--- config.mk ---
export PLATFORM = sky130hd
export DESIGN_NAME = frx_escaper
export DESIGN_NICKNAME = d
export VERILOG_FILES = /design/src/rtl/frx_esc_pkg.sv /design/src/rtl/frx_esc_encode.sv /design/src/rtl/frx_esc_seq.sv /design/src/rtl/frx_esc_ovf.sv /design/src/rtl/frx_escaper.sv
export SDC_FILE = /design/constraint.sdc
export NUM_CORES = 1
export LEC_CHECK = 0
export ABC_AREA = 0
export BUFFER_PORTS_ARGS = -buffer_cell sky130_fd_sc_hd__buf_4
export CORE_MARGIN = 5
export CORE_UTILIZATION = 41
export DETAILED_ROUTE_END_ITERATION = 10
export GPL_TIMING_DRIVEN = 0
export SLEW_MARGIN = 10
export SYNTH_ARGS = -nofsm -noshare
export SYNTH_HDL_FRONTEND = slang
export SYNTH_SLANG_ARGS = --single-unit
--- constraint.sdc ---
create_clock -name clk -period 4.8 [get_ports clk]
set_input_delay 0.96 -clock clk [delete_from_list [all_inputs] [get_ports clk]]
set_output_delay 0.96 -clock clk [all_outputs]
set_load 0.05 [all_outputs]
--- src/rtl/frx_esc_pkg.sv ---
package frx_esc_pkg;

    localparam int BYTE_W = 8;

    typedef logic [BYTE_W-1:0] byte_t;

    localparam byte_t CH_DELIM = 8'h7E;
    localparam byte_t CH_ESC   = 8'h7D;
    localparam byte_t CH_TOP   = 8'h7F;
    localparam byte_t ESC_FLIP = 8'h20;

    typedef enum logic [1:0] {
        EV_NONE  = 2'd0,
        EV_DATA  = 2'd1,
        EV_OPEN  = 2'd2,
        EV_CLOSE = 2'd3
    } ev_kind_e;

    typedef struct packed {
        logic  two;
        byte_t first;
        byte_t second;
    } emit_t;

    function automatic logic needs_escape(byte_t b);
        return (b == CH_ESC) || (b == CH_DELIM) || (b == CH_TOP);
    endfunction

    function automatic emit_t encode_event(ev_kind_e k, byte_t b);
        emit_t e;
        e = '0;
        case (k)
            EV_DATA: begin
                if (needs_escape(b)) begin
                    e.two    = 1'b1;
                    e.first  = CH_ESC;
                    e.second = b ^ ESC_FLIP;
                end else begin
                    e.first = b;
                end
            end
            EV_OPEN, EV_CLOSE: begin
                e.two    = 1'b1;
                e.first  = CH_DELIM;
                e.second = CH_DELIM;
            end
            default: e = '0;
        endcase
        return e;
    endfunction

endpackage

--- src/rtl/frx_esc_encode.sv ---
module frx_esc_encode
    import frx_esc_pkg::*;
(
    input  ev_kind_e kind,
    input  byte_t    data,
    output emit_t    emit
);

    always_comb begin
        emit = encode_event(kind, data);
    end

endmodule

--- src/rtl/frx_esc_seq.sv ---
module frx_esc_seq
    import frx_esc_pkg::*;
(
    input  logic     clk,
    input  logic     rst,
    input  ev_kind_e kind,
    input  emit_t    emit,
    input  logic     out_ready,
    output logic     out_valid,
    output byte_t    out_data,
    output logic     in_ready,
    output logic     drop
);

    logic  head_v;
    byte_t head_d;
    logic  sec_v;
    byte_t sec_d;
    logic  close_pend;

    logic free;
    logic take;
    logic park;

    always_comb begin
        free     = !head_v || out_ready;
        in_ready = free && !sec_v && !close_pend;
        take     = in_ready && (kind != EV_NONE);
        park     = (kind == EV_CLOSE) && !in_ready && !close_pend;
        drop     = (((kind == EV_DATA) || (kind == EV_OPEN)) && !in_ready)
                || ((kind == EV_CLOSE) && close_pend);
    end

    always_ff @(posedge clk) begin
        if (rst) begin
            head_v     <= 1'b0;
            head_d     <= '0;
            sec_v      <= 1'b0;
            sec_d      <= '0;
            close_pend <= 1'b0;
        end else begin
            if (park) begin
                close_pend <= 1'b1;
            end
            if (free) begin
                if (sec_v) begin
                    head_v <= 1'b1;
                    head_d <= sec_d;
                    sec_v  <= 1'b0;
                end else if (close_pend) begin
                    head_v     <= 1'b1;
                    head_d     <= CH_DELIM;
                    sec_v      <= 1'b1;
                    sec_d      <= CH_DELIM;
                    close_pend <= 1'b0;
                end else if (take) begin
                    head_v <= 1'b1;
                    head_d <= emit.first;
                    sec_v  <= emit.two;
                    sec_d  <= emit.second;
                end else begin
                    head_v <= 1'b0;
                end
            end
        end
    end

    assign out_valid = head_v;
    assign out_data  = head_d;

    AST_OUT_HOLD: assert property (@(posedge clk) disable iff (rst)
        (out_valid && !out_ready) |=> (out_valid && $stable(out_data)));

    AST_PAIR_STALL: assert property (@(posedge clk) disable iff (rst)
        (take && emit.two) |=> !in_ready);

    AST_PARK_KEEPS: assert property (@(posedge clk) disable iff (rst)
        park |=> !in_ready);

endmodule

--- src/rtl/frx_esc_ovf.sv ---
module frx_esc_ovf (
    input  logic clk,
    input  logic rst,
    input  logic drop,
    input  logic clr,
    output logic flag
);

    always_ff @(posedge clk) begin
        if (rst) begin
            flag <= 1'b0;
        end else if (drop) begin
            flag <= 1'b1;
        end else if (clr) begin
            flag <= 1'b0;
        end
    end

endmodule

--- src/rtl/frx_escaper.sv ---
module frx_escaper
    import frx_esc_pkg::*;
(
    input  logic       clk,
    input  logic       rst,
    input  logic       in_valid,
    input  logic [7:0] in_data,
    input  logic       in_sof,
    input  logic       in_eof,
    output logic       in_ready,
    output logic       out_valid,
    output logic [7:0] out_data,
    input  logic       out_ready,
    input  logic       stat_rd,
    output logic       ovf_flag
);

    ev_kind_e kind;
    emit_t    emit;
    logic     drop;

    always_comb begin
        if (in_sof) begin
            kind = EV_OPEN;
        end else if (in_eof) begin
            kind = EV_CLOSE;
        end else if (in_valid) begin
            kind = EV_DATA;
        end else begin
            kind = EV_NONE;
        end
    end

    frx_esc_encode i_encode (
        .kind (kind),
        .data (in_data),
        .emit (emit)
    );

    frx_esc_seq i_seq (
        .clk       (clk),
        .rst       (rst),
        .kind      (kind),
        .emit      (emit),
        .out_ready (out_ready),
        .out_valid (out_valid),
        .out_data  (out_data),
        .in_ready  (in_ready),
        .drop      (drop)
    );

    frx_esc_ovf i_ovf (
        .clk  (clk),
        .rst  (rst),
        .drop (drop),
        .clr  (stat_rd),
        .flag (ovf_flag)
    );

    AST_ESC_FOLLOW: assert property (@(posedge clk) disable iff (rst)
        (out_valid && out_ready && out_data == CH_ESC)
        |=> (out_valid && (out_data == 8'h5D || out_data == 8'h5E || out_data == 8'h5F)));

    AST_NO_BARE_TOP: assert property (@(posedge clk) disable iff (rst)
        out_valid |-> (out_data != CH_TOP));

    AST_DROP_FLAGS: assert property (@(posedge clk) disable iff (rst)
        ((in_valid || in_sof) && !in_ready) |=> ovf_flag);

    AST_STATUS_CLEARS: assert property (@(posedge clk) disable iff (rst)
        (stat_rd && !in_valid && !in_sof && !in_eof) |=> !ovf_flag);

    AST_ONE_STROBE: assert property (@(posedge clk) disable iff (rst)
        $onehot0({in_valid, in_sof, in_eof}));

endmodule

After elaboration in Yosys (flattened, before gate mapping)
Index checks and enable logic that the tools add are counted.
{"block": "totals", "reg_bits": 20, "inputBits": 15, "out_inout_bits": 11, "word_cells": 61}
{"block": "classes", "eq_ne": 6, "n_mux": 24, "n_bitwise": 2, "n_reduce_logical": 23}
{"operator": "2-to-1 mux 8 bit", "n": 7}
{"operator": "one-hot mux 17 bit (2 select lines)", "n": 1}
{"operator": "== test 8 x 7 -> 1 bit, second input constant", "n": 3}
{"operator": "2-to-1 mux 1 bit", "n": 14}
{"operator": "logical AND 1 bit", "n": 7}
{"operator": "nonzero test 2 bit", "n": 3}
{"operator": "logical OR 1 bit", "n": 5}
{"operator": "== test 2 bit, second input constant", "n": 2}
{"operator": "zero test 1 bit", "n": 4}
{"operator": "2-to-1 mux 2 bit", "n": 2}
{"operator": "AND reduction 3 bit", "n": 1}
{"operator": "nonzero test 3 bit", "n": 1}
{"operator": "== test 2 x 1 -> 1 bit, second input constant", "n": 1}
{"operator": "NOT 1 bit", "n": 2}
{"operator": "AND reduction 2 bit", "n": 1}
{"operator": "OR reduction 2 bit", "n": 1}

Depth between registers and ports, before layout
{"block": "depth", "ltp_word": 11, "depth_mapped": 9}

Cells and area by module
From an unflattened synthesis, not the netlist that was laid out.
{"block": "unflattened", "cells_unflattened": 127, "hier_area_um2": 1117.3}
{"module": "frx_esc_seq", "n_inst": 1, "cells_each": 96, "area_each_um2": 860.8, "seq_area_each_um2": 380.4}
{"module": "frx_esc_encode", "n_inst": 1, "cells_each": 25, "area_each_um2": 201.4, "seq_area_each_um2": 0.0}
{"module": "frx_esc_ovf", "n_inst": 1, "cells_each": 4, "area_each_um2": 38.8, "seq_area_each_um2": 20.0}
{"module": "frx_escaper", "n_inst": 1, "cells_each": 2, "area_each_um2": 16.3, "seq_area_each_um2": 0.0}

Worst setup path before layout
No wires, ideal clock.
{"block": "synth_path", "path_type": "input port to output port", "from": "in out_ready", "to": "out in_ready", "arrival_ns": 1.611, "required_ns": 3.840, "path_slack_ns": 2.229, "path_stages": 3, "path_buffers": 1, "cell_sequence": "nor2b_1 buf_4 nor3_4"}
{"block": "synth_via", "elab_chain_cells": 3}
{"item": "from (decl)", "line": "frx_escaper.sv:13", "text": "input logic out_ready,"}
{"item": "logical OR 1 bit", "line": "frx_esc_seq.sv:26", "text": "free = !head_v || out_ready;"}
{"item": "logical AND 1 bit (2 in series)", "line": "frx_esc_seq.sv:27", "text": "in_ready = free && !sec_v && !close_pend;"}
{"item": "to (decl)", "line": "frx_escaper.sv:10", "text": "output logic in_ready,"}
Every way passes these cells.

Final worst setup path
Same ends and word-level chain as after synthesis.

==> metrics list <==
* Most frequent cell on the critical path: sky130_fd_sc_hd__buf_4
- Max-cap violations: 0
* Area fraction of the dominant cell type after synthesis: about 40%
* Setup crit end kind: output port
* Syn_nets: 131
* Worst hold path stage count: 2
* Area of the core: between 0.002 and 0.0025 mm2
- Total Negative Setup Slacks: 0 ps
- Among all stages on the critical path, the largest delay is contributed by sky130_fd_sc_hd__buf_4.
* Antenna viol nets, final: 0
- After clock tree synthesis, the flow added hold-fix buffers numbering 0.
- Start-to-end type of the worst setup path: in -> out
* Detailed Route Iter0 Violations: 18
* Crit path cell chain: buf_4 -> nor2b_1 -> buf_4 -> nor3_4 -> buf_4
* Reg2Reg Setup Slack: approximately 3400 ps
- Counting flops with an async set or reset pin after synthesis yields a share of 0%.
- Synth cell types: 38
* Layout overhead on the synthesized area: 24.8%
- Critical R2R Capture: i_seq.out_data[1]$_SDFFE_PP0P_
- Once layout is complete, the utilization of the core stands at between 50% and 60%.
* Worst slew margin relative to its limit: between 60% and 70%
- Summed over all cells, the static leakage comes to 0.515 nW.
- Worst Path Max Fanout: 8
* Highest attainable clock frequency: about 380 MHz
* Number of clock sinks seen by CTS: 20
- The flow ran to the end, and the final reports show no timing, DRC or antenna violations.
- Total number of H-tree levels: 1
- Once the floorplan was initialized, standard cells occupied around two fifths of the core.
- In this run the most critical hold path is launched from i_seq.out_data[6]$_SDFFE_PP0P_.
- Placement row count: 18
* Clock-pin slew reported for the worst setup and hold paths after clock tree synthesis: about 100 ps
- Post-synth design cell area: about 0.0010 mm2
* Library cell with the highest instance count after synthesis: sky130_fd_sc_hd__dfxtp_1
- Setup repair after global routing left no endpoint under its margin.
- Routability cong.: slightly below 0.9
- Global-route usage over all layers: ~14%
- Sequential elements use around 40% of the synthesized area.
- Wires add up to 2340 um.
- Ratio of final minimum period to clock period: ~55%
* Slew at the pin closest to its max-slew limit: between 500 and 600 ps
- Number of synthesized register bits: 20
* Syn Area/Cell: 8.94 um2
- Number of vias after detailed routing: about 900
- Largest area contributor in the synthesized netlist: sky130_fd_sc_hd__dfxtp_1
* Remaining routing DRC violations: 0
* Power density relative to cell area: 325 mW/mm2
- The repair_antennas step left the layout with diodes totalling 0.
- Total overflow reported by the global router: 0
* Via count of the first global-routing pass: 830
- The clock passes through at most 2 buffers.
- STA puts the critical path data required time at 3840 ps.
* Worst endpoint data arrival time: between 1500 and 2000 ps
- Kind of start point of the critical path: input pin
- In the final routed layout, each cell accounts on average for ~14 um.
- Input and output buffers added on the ports amount to 25.
- The first global-routing pass estimated 3860 um of wire.
* Floorplan die height: between 50 and 60 um
- Warnings from Yosys: 0
* Worst Reg-to-Reg Cells: 4
- Hold is met by ~460 ps.
* Final min period: 2630 ps
* Number of buffers added by the clock tree synthesis step: 3
- The number of hold violations in the final report is 0.
- The net count of the finished layout is ~160.
- Measured along the x axis, the die boundary spans 59.4 um.
* Cell at the root of the clock tree: sky130_fd_sc_hd__clkbuf_4
- 26 I/O pins were placed.
- The path with the worst hold slack has its endpoint at i_seq.out_data[6]$_SDFFE_PP0P_.
- The initial antenna violation count was 0.
- Latest clock arrival within the worst-skew pair: about 300 ps
- Most numerous cell types in the synthesized netlist: 20 x sky130_fd_sc_hd__dfxtp_1, 9 x sky130_fd_sc_hd__a21oi_1, 8 x sky130_fd_sc_hd__nor2_1
* R2r startpoint: i_seq.close_pend$_SDFF_PP0_
- Post-route clock skew: 11.7 ps
- Yosys mapped a number of flops with a built-in enable equal to 0.
- Worst min-delay path class: reg -> reg
- The floorplan step defined a die boundary enclosing about 0.0035 mm2.
- Count of buffers added by post-CTS timing repair for setup: 0
- Count of final max-slew check failures: 0
* Slowest stage delay, CP: between 200 and 250 ps
- Worst-case vdd ir drop: about 190 uV
- TritonCTS built the clock tree.
* Dominant synthesized flop cell: sky130_fd_sc_hd__dfxtp_1
- Mapped Cells: between 100 and 150
- Fraction of layout cells with a size suffix above 1: 27.9%
* Final setup violating endpoints: 0
- By area the synthesized netlist is led by sky130_fd_sc_hd__dfxtp_1 40%, sky130_fd_sc_hd__ha_1 5.0%, sky130_fd_sc_hd__a21oi_1 4.5%.
* Post-DP HPWL: around 1800 um
- In the routed layout, each cell is associated on average with a via count of between 5 and 6.
* First drt pass iteration count: 4
* Maximum number of pins on one net before global-route repair: 11
* Total of cells resized after clock tree synthesis: 0
==> power by group <==
part	switching, mW	internal, mW	total [mW]
combinational	0.0853	0.0479	0.133
sequential	0.00935	0.183	0.193
clock	0.0508	0.0293	0.0800
==> metal layers <==
metal | share of wire, % | global-route usage [%] | wire length (um)
met1 | 43 | 18.3 | 1010
met2 | 49 | 23.9 | 1160
met3 | 6.5 | 4.36 | 152
met4 | 0.77 | 2.91 | 18
met5 | 0 | 0 | 0
==> cell type report <==
class | instances | area, um2
sequential | 20 | 400
tap | 30 | 37.5
inverter | 8 | 30.0
multi-input combinational | 79 | 541
timing repair buffer | 25 | 188
fill | 235 | 1160
buffer | 5 | 30.0
clock buffer | 3 | 22.5
==> registers in the layout, summed over array words and instances (netlist names) <==
name	flops
i_ovf.flag	1
i_seq.close_pend	1
i_seq.out_data	8
i_seq.out_valid	1
i_seq.sec_d	8
i_seq.sec_v	1
==> worst max-delay path, delay by kind of cell <==
family        cells  cell delay, ps
buf+inv           3             480
simple gates      2             230
==> logic make-up (layout without fill, tap and decap cells) <==
group                    count (synthesis)  after routing  synth area share (%)
adder cells (fa/ha/maj)                  4              4                  5.00
AO/OA/AOI/OAI                           36             36                  25.8
flip-flops                              20             20                  40.0
buffers and inverters                   13             41                  6.00
AND/OR/NAND/NOR                         39             39                  23.3
==> worst max path at each step <==
stage                     startpoint  endpoint  slack (ps)
after floorplan            out_ready  in_ready        2230
after global placement     out_ready  in_ready        2150
after detailed placement   out_ready  in_ready        2150
after CTS                  out_ready  in_ready        2150
after global routing       out_ready  in_ready        2100
final                      out_ready  in_ready        2170
==> layout by cell type, fill, tap and decap left out, drive strengths merged, types with 2 or more instances in the layout <==
| cell type | netlist | layout |
|---|---|---|
| ha | 4 | 4 |
| nand2 | 6 | 6 |
| nand3b | 5 | 5 |
| clkbuf | 3 | 6 |
| nor3 | 3 | 3 |
| inv | 8 | 8 |
| o211ai | 3 | 3 |
| and2 | 6 | 6 |
| dfxtp | 20 | 20 |
| a211oi | 4 | 4 |
| nor2 | 10 | 10 |
| nor2b | 2 | 2 |
| o221ai | 5 | 5 |
| o21ai | 6 | 6 |
| buf | 2 | 27 |
| a21oi | 10 | 10 |
==> per-stage QoR <==
| step | setup WS (ps) | instances | cell area [um2] | power, mW |
|---|---|---|---|---|
| 2_1_floorplan | 2230 | 112 | 1000 | 0.288 |
| 3_3_place_gp | 2150 | 167 | 1230 | 0.330 |
| 5_1_grt | 2100 | 170 | 1250 | 0.427 |
| 6_report | 2170 | 170 | 1250 | 0.406 |
| 4_1_cts | 2150 | 170 | 1250 | 0.410 |
| 3_5_place_dp | 2150 | 167 | 1230 | 0.331 |
Power figures use the tool's default switching activity.
